[config.mk]
export PLATFORM = sky130hd
export DESIGN_NAME = tstamp_event_unit
export DESIGN_NICKNAME = d
export VERILOG_FILES = /design/src/rtl/ts_evt_pkg.sv /design/src/rtl/ts_trig_capture.sv /design/src/rtl/ts_alarm_cmp.sv /design/src/rtl/tstamp_event_unit.sv
export SDC_FILE = /design/constraint.sdc
export NUM_CORES = 1
export LEC_CHECK = 0
export BUFFER_PORTS_ARGS = -buffer_cell sky130_fd_sc_hd__clkbuf_2
export CAP_MARGIN = 20
export CORE_MARGIN = 4
export CORE_UTILIZATION = 55
export CTS_CLUSTER_SIZE = 16
export DETAILED_ROUTE_END_ITERATION = 10
export PLACE_DENSITY = 0.73
export SLEW_MARGIN = 20
export SYNTH_ARGS = -nofsm -noshare
export SYNTH_HDL_FRONTEND = slang
export SYNTH_SLANG_ARGS = --single-unit
[constraint.sdc]
create_clock -name clk -period 6.5 [get_ports clk]
set_input_delay 0.65 -clock clk [delete_from_list [all_inputs] [get_ports clk]]
set_output_delay 0.65 -clock clk [all_outputs]
set_load 0.01 [all_outputs]
[src/rtl/ts_evt_pkg.sv]
package ts_evt_pkg;
   // event bit positions (decoded by software and by the mask)
   localparam int EV_TRIG1  = 24;
   localparam int EV_ALM1   = 16;
   localparam int EV_PULSE1 = 7;   // channels 2,3 sit below it
   localparam int CTRL_POL1 = 8;   // trigger 2 polarity at +1
   // register addresses
   localparam int A_EVT     = 0;
   localparam int A_MASK    = 1;
   localparam int A_CTRL    = 2;
   localparam int A_ALM_HI0 = 3;   // alarm n high at 3+2n, low at 4+2n
   localparam int A_TS_HI0  = 7;   // stamp n high at 7+2n, low at 8+2n
endpackage

[src/rtl/ts_trig_capture.sv]
module ts_trig_capture #(
   parameter int TIME_W      = 64,
   parameter int SYNC_STAGES = 2
) (
   input  logic              clk,
   input  logic              rst_n,
   input  logic              pin,
   input  logic              pol_fall,
   input  logic [TIME_W-1:0] time_now,
   output logic              cap_stb,
   output logic [TIME_W-1:0] stamp
);
   localparam int LAST = SYNC_STAGES - 1;

   if (SYNC_STAGES < 2) begin : g_bad_sync
      $error("SYNC_STAGES must be at least 2");
   end

   logic [SYNC_STAGES-1:0] sync_q;
   logic                   last_q;
   logic [TIME_W-1:0]      tpipe_q [SYNC_STAGES];
   logic                   lvl;

   always_ff @(posedge clk or negedge rst_n) begin
      if (!rst_n) begin
         sync_q <= '0;
         last_q <= 1'b0;
         for (int i = 0; i < SYNC_STAGES; i++) tpipe_q[i] <= '0;
      end else begin
         sync_q     <= {sync_q[SYNC_STAGES-2:0], pin};
         last_q     <= sync_q[LAST];
         tpipe_q[0] <= time_now;
         for (int i = 1; i < SYNC_STAGES; i++) tpipe_q[i] <= tpipe_q[i-1];
      end
   end

   assign lvl     = sync_q[LAST];
   assign cap_stb = pol_fall ? (!lvl && last_q) : (lvl && !last_q);

   always_ff @(posedge clk or negedge rst_n) begin
      if (!rst_n)       stamp <= '0;
      else if (cap_stb) stamp <= tpipe_q[LAST];
   end

   // with a fixed polarity, an edge strobe never repeats on the next cycle
   a_r7_single_strobe: assert property (@(posedge clk) disable iff (!rst_n)
      cap_stb |=> (!cap_stb || (pol_fall != $past(pol_fall))));
endmodule

[src/rtl/ts_alarm_cmp.sv]
module ts_alarm_cmp #(
   parameter int TIME_W = 64,
   parameter int DATA_W = 32
) (
   input  logic              clk,
   input  logic              rst_n,
   input  logic [TIME_W-1:0] time_now,
   input  logic              wr_hi,
   input  logic              wr_lo,
   input  logic [DATA_W-1:0] wdata,
   output logic              fire,
   output logic [TIME_W-1:0] alarm_val
);
   logic              armed_q;
   logic              prev_ok_q;
   logic [TIME_W-1:0] prev_q;

   assign fire = armed_q && prev_ok_q && (prev_q < alarm_val) && (alarm_val <= time_now);

   always_ff @(posedge clk or negedge rst_n) begin
      if (!rst_n) begin
         alarm_val <= '0;
         armed_q   <= 1'b0;
         prev_q    <= '0;
         prev_ok_q <= 1'b0;
      end else begin
         prev_q    <= time_now;
         prev_ok_q <= 1'b1;
         if (wr_hi) alarm_val[TIME_W-1:DATA_W] <= wdata;
         if (wr_lo) alarm_val[DATA_W-1:0]      <= wdata;
         if (wr_hi)              armed_q <= 1'b1;
         else if (wr_lo || fire) armed_q <= 1'b0;
      end
   end

   // one firing per arm
   a_r11_once_per_arm: assert property (@(posedge clk) disable iff (!rst_n)
      fire |=> !fire);
   a_r11_fire_disarms: assert property (@(posedge clk) disable iff (!rst_n)
      (fire && !wr_hi) |=> !armed_q);
endmodule

[src/rtl/tstamp_event_unit.sv]
module tstamp_event_unit
   import ts_evt_pkg::*;
#(
   parameter int TIME_W      = 64,
   parameter int DATA_W      = 32,
   parameter int ADDR_W      = 4,
   parameter int N_TRIG      = 2,
   parameter int N_ALARM     = 2,
   parameter int N_PULSE     = 3,
   parameter int SYNC_STAGES = 2
) (
   input  logic               clk,
   input  logic               rst_n,
   input  logic [TIME_W-1:0]  time_now,
   input  logic [N_TRIG-1:0]  trig_in,
   input  logic [N_PULSE-1:0] pulse_evt,
   input  logic               reg_wr,
   input  logic               reg_rd,
   input  logic [ADDR_W-1:0]  reg_addr,
   input  logic [DATA_W-1:0]  reg_wdata,
   output logic [DATA_W-1:0]  reg_rdata,
   output logic               irq
);
   if (TIME_W != 2 * DATA_W) begin : g_bad_time
      $error("TIME_W must be twice DATA_W");
   end
   if (DATA_W != 32) begin : g_bad_data
      $error("event layout needs a 32-bit data word");
   end
   if (N_TRIG < 1 || N_TRIG > 2 || N_ALARM < 1 || N_ALARM > 2 ||
       N_PULSE < 1 || N_PULSE > 3) begin : g_bad_count
      $error("source counts exceed the event layout");
   end

   function automatic logic [DATA_W-1:0] evt_bits();
      logic [DATA_W-1:0] m = '0;
      for (int t = 0; t < N_TRIG; t++)  m[EV_TRIG1 + t]  = 1'b1;
      for (int a = 0; a < N_ALARM; a++) m[EV_ALM1 + a]   = 1'b1;
      for (int p = 0; p < N_PULSE; p++) m[EV_PULSE1 - p] = 1'b1;
      return m;
   endfunction

   function automatic logic [DATA_W-1:0] ctrl_bits();
      logic [DATA_W-1:0] m = '0;
      for (int t = 0; t < N_TRIG; t++) m[CTRL_POL1 + t] = 1'b1;
      return m;
   endfunction

   localparam logic [DATA_W-1:0] EVT_VALID  = evt_bits();
   localparam logic [DATA_W-1:0] CTRL_VALID = ctrl_bits();

   logic [DATA_W-1:0]  evt_q, mask_q, ctrl_q, evt_set, evt_clr;
   logic [N_TRIG-1:0]  cap_stb;
   logic [TIME_W-1:0]  stamp [N_TRIG];
   logic [DATA_W-1:0]  shadow_q [N_TRIG];
   logic [N_ALARM-1:0] alm_fire;
   logic [TIME_W-1:0]  alm_val [N_ALARM];
   logic               wr_evt;

   assign wr_evt = reg_wr && (reg_addr == ADDR_W'(A_EVT));

   for (genvar t = 0; t < N_TRIG; t++) begin : g_trig
      ts_trig_capture #(.TIME_W(TIME_W), .SYNC_STAGES(SYNC_STAGES)) u_cap (
         .clk      (clk),
         .rst_n    (rst_n),
         .pin      (trig_in[t]),
         .pol_fall (ctrl_q[CTRL_POL1 + t]),
         .time_now (time_now),
         .cap_stb  (cap_stb[t]),
         .stamp    (stamp[t])
      );

      always_ff @(posedge clk or negedge rst_n) begin
         if (!rst_n)
            shadow_q[t] <= '0;
         else if (reg_rd && reg_addr == ADDR_W'(A_TS_HI0 + 2 * t))
            shadow_q[t] <= stamp[t][DATA_W-1:0];
      end
   end

   for (genvar a = 0; a < N_ALARM; a++) begin : g_alarm
      ts_alarm_cmp #(.TIME_W(TIME_W), .DATA_W(DATA_W)) u_alm (
         .clk       (clk),
         .rst_n     (rst_n),
         .time_now  (time_now),
         .wr_hi     (reg_wr && reg_addr == ADDR_W'(A_ALM_HI0 + 2 * a)),
         .wr_lo     (reg_wr && reg_addr == ADDR_W'(A_ALM_HI0 + 2 * a + 1)),
         .wdata     (reg_wdata),
         .fire      (alm_fire[a]),
         .alarm_val (alm_val[a])
      );
   end

   always_comb begin
      evt_set = '0;
      for (int t = 0; t < N_TRIG; t++)  evt_set[EV_TRIG1 + t]  = cap_stb[t];
      for (int a = 0; a < N_ALARM; a++) evt_set[EV_ALM1 + a]   = alm_fire[a];
      for (int p = 0; p < N_PULSE; p++) evt_set[EV_PULSE1 - p] = pulse_evt[p];
   end

   assign evt_clr = wr_evt ? reg_wdata : '0;

   always_ff @(posedge clk or negedge rst_n) begin
      if (!rst_n) begin
         evt_q  <= '0;
         mask_q <= '0;
         ctrl_q <= '0;
      end else begin
         evt_q <= (evt_q & ~evt_clr) | evt_set;
         if (reg_wr && reg_addr == ADDR_W'(A_MASK)) mask_q <= reg_wdata & EVT_VALID;
         if (reg_wr && reg_addr == ADDR_W'(A_CTRL)) ctrl_q <= reg_wdata & CTRL_VALID;
      end
   end

   assign irq = |(evt_q & mask_q);

   always_comb begin
      reg_rdata = '0;
      if (reg_addr == ADDR_W'(A_EVT))  reg_rdata = evt_q;
      if (reg_addr == ADDR_W'(A_MASK)) reg_rdata = mask_q;
      if (reg_addr == ADDR_W'(A_CTRL)) reg_rdata = ctrl_q;
      for (int a = 0; a < N_ALARM; a++) begin
         if (reg_addr == ADDR_W'(A_ALM_HI0 + 2 * a))     reg_rdata = alm_val[a][TIME_W-1:DATA_W];
         if (reg_addr == ADDR_W'(A_ALM_HI0 + 2 * a + 1)) reg_rdata = alm_val[a][DATA_W-1:0];
      end
      for (int t = 0; t < N_TRIG; t++) begin
         if (reg_addr == ADDR_W'(A_TS_HI0 + 2 * t))      reg_rdata = stamp[t][TIME_W-1:DATA_W];
         if (reg_addr == ADDR_W'(A_TS_HI0 + 2 * t + 1))  reg_rdata = shadow_q[t];
      end
   end

   // a source setting a bit beats a clear in the same cycle
   a_r4_set_wins: assert property (@(posedge clk) disable iff (!rst_n)
      (|evt_set) |=> ((evt_q & $past(evt_set)) == $past(evt_set)));
   // bits written as 0 keep their value
   a_r4_zero_keeps: assert property (@(posedge clk) disable iff (!rst_n)
      wr_evt |=> ((evt_q & $past(evt_q & ~reg_wdata)) == $past(evt_q & ~reg_wdata)));
   // with nothing unmasked the interrupt stays low
   a_r5_irq_needs_mask: assert property (@(posedge clk) disable iff (!rst_n)
      (mask_q == '0) |-> !irq);
endmodule

==> impl_metrics.tcl, run 1 <==
set metrics [dict create \
    power_density_nw_per_um2 341.4 \
    wire_per_inst_um 25.48 \
    yosysUniqueCellTypes 54 \
    slew_headroom 0.2860 \
    final_hold_viol_count 0 \
    overflow 0 \
    rsz0062_at_grt "false" \
    initial_utilization 0.5578 \
    critPathRequiredTime_ns 5.85 \
    syn_nets 2435 \
    period_share 0.6673 \
    antenna_found_initial 6 \
    cts_htree_levels 2 \
    postCtsResizedCells 0 \
    startpoint_type "input pin" \
    synth.top_cells.by_count "dfrtp_1 (498), mux2_2 (296), ha_1 (254), inv_1 (193), a21oi_1 (107)" \
    yosys.area.top_type "dfrtp_1" \
    syn-mean-instance-area_um2 11.93 \
    power.total_mw 9.547 \
    root_buffer "clkbuf_16" \
    ys_async_sr_fraction 1.000 \
    peakVddDrop_uv 292.4 \
    fillers 3429 \
    multiInputGateArea_um2 11320 \
    setup_violations 0 \
    register_area_um2 12460 \
    fmax_mhz 230.6 \
    tritoncts "done" \
    via_per_inst 6.197 \
    synth-seq-cells 498 \
    cp_max_fo 35 \
    firstDrtPassIters 5 \
    cp_data_arrival_time_ns 3.69 \
    die_w_um 220.0 \
    yosys_warnings 0 \
    worst_pin_slew_ns 1.067 \
    synth.area.top_cells "dfrtp_1 (50%), mux2_2 (13%), ha_1 (13%), inv_1 (2.9%), a21o_1 (2.2%)" \
    final_nets 2581 \
    grt_max_degree 125 \
    status "finished, final reports clean" \
    ff2ff_path_depth 10 \
    cts_buffers 52 \
    cp-end-kind "output port" \
    chipHeight_um 220.0 \
    clock_latency_ns 0.60 \
    grt_pass1_wl_um 111300 \
    cap_violations 0 \
    ant_nets 0 \
    hpwl_um 52460 \
    cts_setup_buffers 0 \
    syn_area_um2 24720 \
    drt_iter0_markers 1793 \
    ioPinCount 142 \
    rows 77 \
    die_area_um2 48400 \
    place.gp.congestion 0.9768 \
    ctsHoldBuffers 0 \
    worstHoldPathType "input pin to asynchronous set/reset pin" \
    leakage_nw 13.40 \
    fin_setup_tns_ns 0 \
    vias 17690 \
    drv_slew 0 \
    skew_ns 0.009994 \
    synth_edf_count 0 \
    clock-sinks 498 \
    yosysMostFrequentCell "dfrtp_1" \
    layout-drive-gt1-share 0.2510 \
    routed_wl_um 72730 \
    area_growth_pct 13.12 \
    critPathKind "input pin to output port" \
    synth_top_cell_area_share 0.5042 \
    period_needed_ns 4.337 \
    clk_pin_slew_ns 0.06 \
    core_um2 44320 \
    gr-usage-all-layers 0.3058 \
    cts_buffer_depth 3 \
    portBuffers 141 \
    synthCells 2072 \
    grt_pass1_vias 18750 \
    yosysSeqAreaShare 0.5042 \
    drc 0 \
    synthFlopType "dfrtp_1" \
]
## placed cells by master, fill, tap and decap left out, types with 5 or more instances in the layout
| master | count |
|---|---|
| dfrtp_1 | 498 |
| mux2_2 | 296 |
| ha_1 | 254 |
| inv_1 | 193 |
| clkbuf_2 | 139 |
| a21oi_1 | 107 |
| nand2_1 | 101 |
| o21ai_0 | 75 |
| a21o_1 | 74 |
| clkbuf_16 | 53 |
| nand4_1 | 51 |
| a22oi_1 | 39 |
| nor2_1 | 36 |
| a221oi_1 | 28 |
| a21boi_0 | 25 |
| mux2i_1 | 24 |
| a22o_1 | 22 |
| o2111ai_1 | 21 |
| buf_4 | 20 |
| clkinv_2 | 16 |
| nand3_1 | 15 |
| nor2b_1 | 13 |
| nor3_1 | 13 |
| o211ai_1 | 12 |
| nand2b_1 | 10 |
| clkbuf_8 | 10 |
| a211oi_1 | 8 |
| and4_1 | 7 |
| nor4_1 | 6 |
| a32oi_1 | 5 |
| a222oi_1 | 5 |
| bufinv_16 | 5 |
| clkbuf_1 | 5 |
## worst paths after layout
| kind | startpoint | to | slack, ns |
|---|---|---|---|
| worst min register to register | g_trig[1].u_cap.sync_q[0]$_DFF_PN0_ | g_trig[1].u_cap.sync_q[1]$_DFF_PN0_ | 0.35 |
| worst max register to register | g_alarm[1].u_alm.alarm_val[17]$_DFFE_PN0P_ | g_alarm[1].u_alm.armed_q$_DFFE_PN0P_ | 3.22 |
| worst max-delay path | reg_addr[0] | reg_rdata[17] | 2.16 |
| min in group clk | trig_in[1] | g_trig[1].u_cap.sync_q[0]$_DFF_PN0_ | 0.16 |
| max in group asynchronous | rst_n | shadow_q[45]$_DFFE_PN0P_ | 4.96 |
| worst min-delay path | rst_n | g_trig[0].u_cap.sync_q[0]$_DFF_PN0_ | 0.07 |
## cell type report
class | instances | area share
flip-flops and latches | 498 | 0.4457
multi-input cells | 1308 | 0.4049
clock buffers | 68 | 0.05302
repair buffers | 165 | 0.03378
well taps | 592 | 0.02649
inverters | 193 | 0.02591
clock inverters | 27 | 0.009934
diodes | 3 | 0.0002685
## worst max-delay path, stage by stage
cell and delay, ns:
buf_2 0.28, buf_4 0.43, nor3_4 0.56, buf_4 0.48
a22oi_1 0.16, o211ai_1 0.17, a32oi_1 0.08, a21oi_1 0.20
a21oi_1 0.06, a21oi_1 0.36, clkbuf_2 0.21
## sequential cells by signal, summed over array words and instances, names as in the netlist
name / flops
ctrl_q: 2
evt_q: 32
g_alarm.u_alm.alarm_val: 128
g_alarm.u_alm.armed_q: 2
g_alarm.u_alm.prev_ok_q: 1
g_alarm.u_alm.prev_q: 64
g_trig.u_cap.last_q: 2
g_trig.u_cap.stamp: 128
g_trig.u_cap.sync_q: 4
g_trig.u_cap.tpipe_q: 64
mask_q: 7
shadow_q: 64
## kinds of logic (layout without fill, tap and decap cells)
family                   after synthesis  after routing  share of synthesized area
multiplexers                         323            323                     0.1459
other                                  1              4                  0.0001517
flip-flops                           498            498                     0.5042
AO/OA/AOI/OAI                        444            444                     0.1216
adder cells (fa/ha/maj)              254            254                     0.1286
buffers and inverters                266            453                    0.04110
AND/OR/NAND/NOR                      286            286                    0.05846
## through the flow
step	instance area [um2]	setup WS (ns)	utilization	cells	hold slack (ns)
after floorplan	24720	3.731	-	2072	0.3312
after global placement	26160	2.283	0.5902	2754	0.3327
after detailed placement	26160	2.216	0.5903	2755	0.3347
after CTS	27920	2.211	0.6301	2850	0.09216
after global routing	27960	2.103	0.6309	2854	0.1310
final	27960	2.163	0.6309	2854	0.07014
## power breakdown
group	internal [mW]	leakage [nW]	switching [mW]
clock	1.80	0.873	1.26
sequential	3.78	5.96	0.578
combinational	1.04	6.56	1.08
total	6.63	13.4	2.92
## routing by layer
metal,vias up,part of all wire,global-route usage
met5,-,0.00029,0
met4,4,0.035,0.1103
met3,152,0.082,0.06839
met2,708,0.47,0.4899
met1,8975,0.41,0.4127
li1,7847,-,-
Power figures use the tool's default switching activity.
==> run 2: changes to the inputs <==
Settings changed: ABC_AREA set to 1.
Clock period 6.5 ns to 4.5 ns, I/O delays scaled along.
==> run 2 against run 1 <==
Effect of this change: synthesized cell count is 34% higher; setup slack worse by 0.82 ns; area after synthesis increased by 1.4%; critical path depth shrank 1; global-route usage shrank 0.84 points; count of clock-buffer cells in the layout is 1 lower; routed wire length grew 1.3%; critical path type unchanged; largest power group unchanged.
==> impl_metrics.tcl, run 2 <==
set metrics [dict create \
    status "finished, final reports clean" \
    layout_commonest_cell "nand2_1" \
    crit_buf_inv 5 \
    critPathKind "input pin to output port" \
    place.gp.congestion 0.9945 \
    power.total_mw 13.39 \
    gr-usage-all-layers 0.2974 \
    postCtsResizedCells 0 \
    r2r-end "g_alarm[0].u_alm.armed_q$_DFFE_PN0P_" \
    cp_data_arrival_time_ns 2.71 \
    fmax_mhz 316.3 \
    rows 77 \
    yosysMostFrequentCell "nand2_1" \
    critPathRequiredTime_ns 4.05 \
    power_density_nw_per_um2 466.3 \
    setup_violations 0 \
    tritoncts "done" \
    synth_top_cell_area_share 0.4974 \
    r2r_start "g_alarm[1].u_alm.prev_q[59]$_DFF_PN0_" \
    fin_setup_tns_ns 0 \
    chipHeight_um 221.4 \
    grt_pass1_vias 20220 \
    antenna_found_initial 5 \
    yosysUniqueCellTypes 43 \
    hold_depth 1 \
    final_hold_viol_count 0 \
    syn_area_um2 25050 \
    cp_max_fo 22 \
    die_w_um 221.4 \
    startpoint_type "input pin" \
    cts_buffer_depth 3 \
    placed_area_um2 26250 \
    syn_nets 3140 \
    syn-mean-instance-area_um2 9.022 \
    grt_pass1_wl_um 114500 \
    mostFrequentLayoutCells "nand2_1 (646), dfrtp_1 (498), inv_1 (399), o21ai_0 (282), ha_1 (254)" \
    synth_edf_count 0 \
    portBuffers 141 \
    cap_violations 0 \
    initial_utilization 0.5616 \
    skew_ns 0.01383 \
    hp-start "time_now[39]" \
    worstHoldPathType "input pin to flop" \
    drt_iter0_markers 1855 \
    firstDrtPassIters 6 \
    final_nets 3324 \
    yosysSeqAreaShare 0.4974 \
    drv_slew 0 \
    register_area_um2 12460 \
    synth.top_cells.by_count "nand2_1 (651), dfrtp_1 (498), inv_1 (399), o21ai_0 (282), ha_1 (254)" \
    grt_max_degree 110 \
    top_usage_layer "met1" \
    hpwl_um 54680 \
    path_cells "clkbuf_2, inv_2, nor2_2, inv_2, nor2_4, clkinv_2, o211ai_1, o21ai_0, o2111ai_1, clkbuf_2" \
    crit_family "buffers and inverters" \
    synthCells 2777 \
    cts_buffers 52 \
    synth-seq-cells 498 \
    slew_headroom 0.3026 \
    yosys.area.top_type "dfrtp_1" \
    ioPinCount 142 \
    synthFlopType "dfrtp_1" \
    rsz0062_at_grt "false" \
    overflow 0 \
    period_share 0.7026 \
    grtUsageMet3 0.08667 \
    cp_slowest_cell "o211ai_1" \
    synth.area.top_cells "dfrtp_1 (50%), ha_1 (13%), nand2_1 (9.8%), inv_1 (6.0%), o21ai_0 (5.6%)" \
    layout-drive-gt1-share 0.1149 \
    cp-end-kind "output port" \
    routed_wl_um 73690 \
    holdPathEnd "g_alarm[1].u_alm.prev_q[39]$_DFF_PN0_" \
    drc 0 \
    slowest_delay_ns 0.51 \
    multiInputGateArea_um2 10610 \
    yosys_warnings 0 \
    top_regs "g_alarm.u_alm.alarm_val (128), g_trig.u_cap.stamp (128)" \
    worst_pin_slew_ns 1.046 \
    reg2reg_slack_ns 1.88 \
    core_um2 44610 \
    peakVddDrop_uv 349.1 \
    ys_async_sr_fraction 1.000 \
    vias 20360 \
    area_growth_pct 14.66 \
    root_buffer "clkbuf_16" \
    wire_per_inst_um 20.47 \
    period_needed_ns 3.162 \
    via_per_inst 5.657 \
    grt_util_met2 0.4242 \
    stdcell_area_um2 28730 \
    cts_setup_buffers 0 \
    fillers 3575 \
    ant_nets 0 \
    leakage_nw 14.51 \
    clock-sinks 498 \
    die_area_um2 49030 \
    clk_pin_slew_ns 0.06 \
    clock_latency_ns 0.60 \
    ff2ff_path_depth 9 \
    cts_htree_levels 2 \
    grt_use_met1 0.4405 \
]
-- run 2: changes by cell type in the layout (fill, tap and decap cells not counted), moves of 28 or more --
cell | previous run | this run
a21oi_1 | 107 | 187
mux2_2 | 296 | 41
dlygate4sd3_1 | 0 | 61
inv_1 | 193 | 399
nand3_1 | 15 | 43
nor2_1 | 36 | 101
o21ai_1 | 2 | 50
o21ai_0 | 75 | 282
a21o_1 | 74 | 2
nand2_1 | 101 | 646
a22oi_1 | 39 | 0
-- run 2: worst max-delay path by stage --
stage	startpoint	endpoint	slack [ns]	depth (start not counted)
after global routing	reg_addr[0]	reg_rdata[22]	1.23	10
after CTS	reg_addr[0]	reg_rdata[22]	1.41	10
final	reg_addr[0]	reg_rdata[22]	1.34	10
after global placement	reg_addr[0]	reg_rdata[22]	1.46	10
after floorplan	reg_addr[0]	reg_rdata[13]	2.54	12
after detailed placement	reg_addr[0]	reg_rdata[22]	1.40	10
-- run 2: per-stage QoR --
| step | setup slack [ns] | cells | utilization | hold slack, ns |
|---|---|---|---|---|
| after floorplan | 2.540 | 2777 | - | 0.1544 |
| after global placement | 1.459 | 3437 | 0.5881 | 0.3353 |
| after detailed placement | 1.401 | 3438 | 0.5885 | 0.3434 |
| after CTS | 1.409 | 3592 | 0.6430 | 0.001118 |
| after global routing | 1.230 | 3596 | 0.6438 | 0.008134 |
| final | 1.338 | 3599 | 0.6440 | 0.01608 |
-- run 2: kinds of logic (layout without fill, tap and decap cells) --
logic type,Yosys count,after routing,synth area share
simple gates,873,873,0.1442
flops,498,498,0.4974
compound gates,611,611,0.1324
other cells,1,6,0.0001497
fa+ha+maj,254,254,0.1269
mux,41,41,0.01843
buf+inv,499,724,0.08051
-- run 2: final cells by class --
cell class | count | area share
sequential | 498 | 0.4338
multi-input combinational | 1780 | 0.3692
inverter | 409 | 0.05358
timing repair buffer | 220 | 0.05305
clock buffer | 67 | 0.04970
tap | 592 | 0.02579
clock inverter | 28 | 0.01437
antenna | 5 | 0.0004356
-- run 2: per-layer routing --
metal	wire length [um]	vias to the layer above	part of all wire
met2	30770	856	0.42
met1	32960	9868	0.45
li1	-	9486	-
met4	2401	2	0.033
met5	12	-	0.00016
met3	7536	149	0.10
-- run 2: worst register-to-register path, stage by stage (launching register included) --
cell     delay, ns
dfrtp_1       0.48
ha_1          0.34
nand2_1       0.07
nor4_1        0.75
o21ai_0       0.26
nand3_1       0.24
nor2_1        0.08
nand3_1       0.17
nand2_1       0.08
nand2_1       0.07
-- run 2: timing repair --
item,4_1_cts,5_1_grt
endpoints found under the hold margin,158,2
endpoints found under the setup margin,0,0
hold buffers,59,2
-- run 2: power breakdown --
part	internal [mW]	switching, mW	leakage, nW
registers	5.31	0.602	6.09
logic	1.09	1.75	7.52
clock network	2.81	1.83	0.905
total	9.21	4.18	14.5
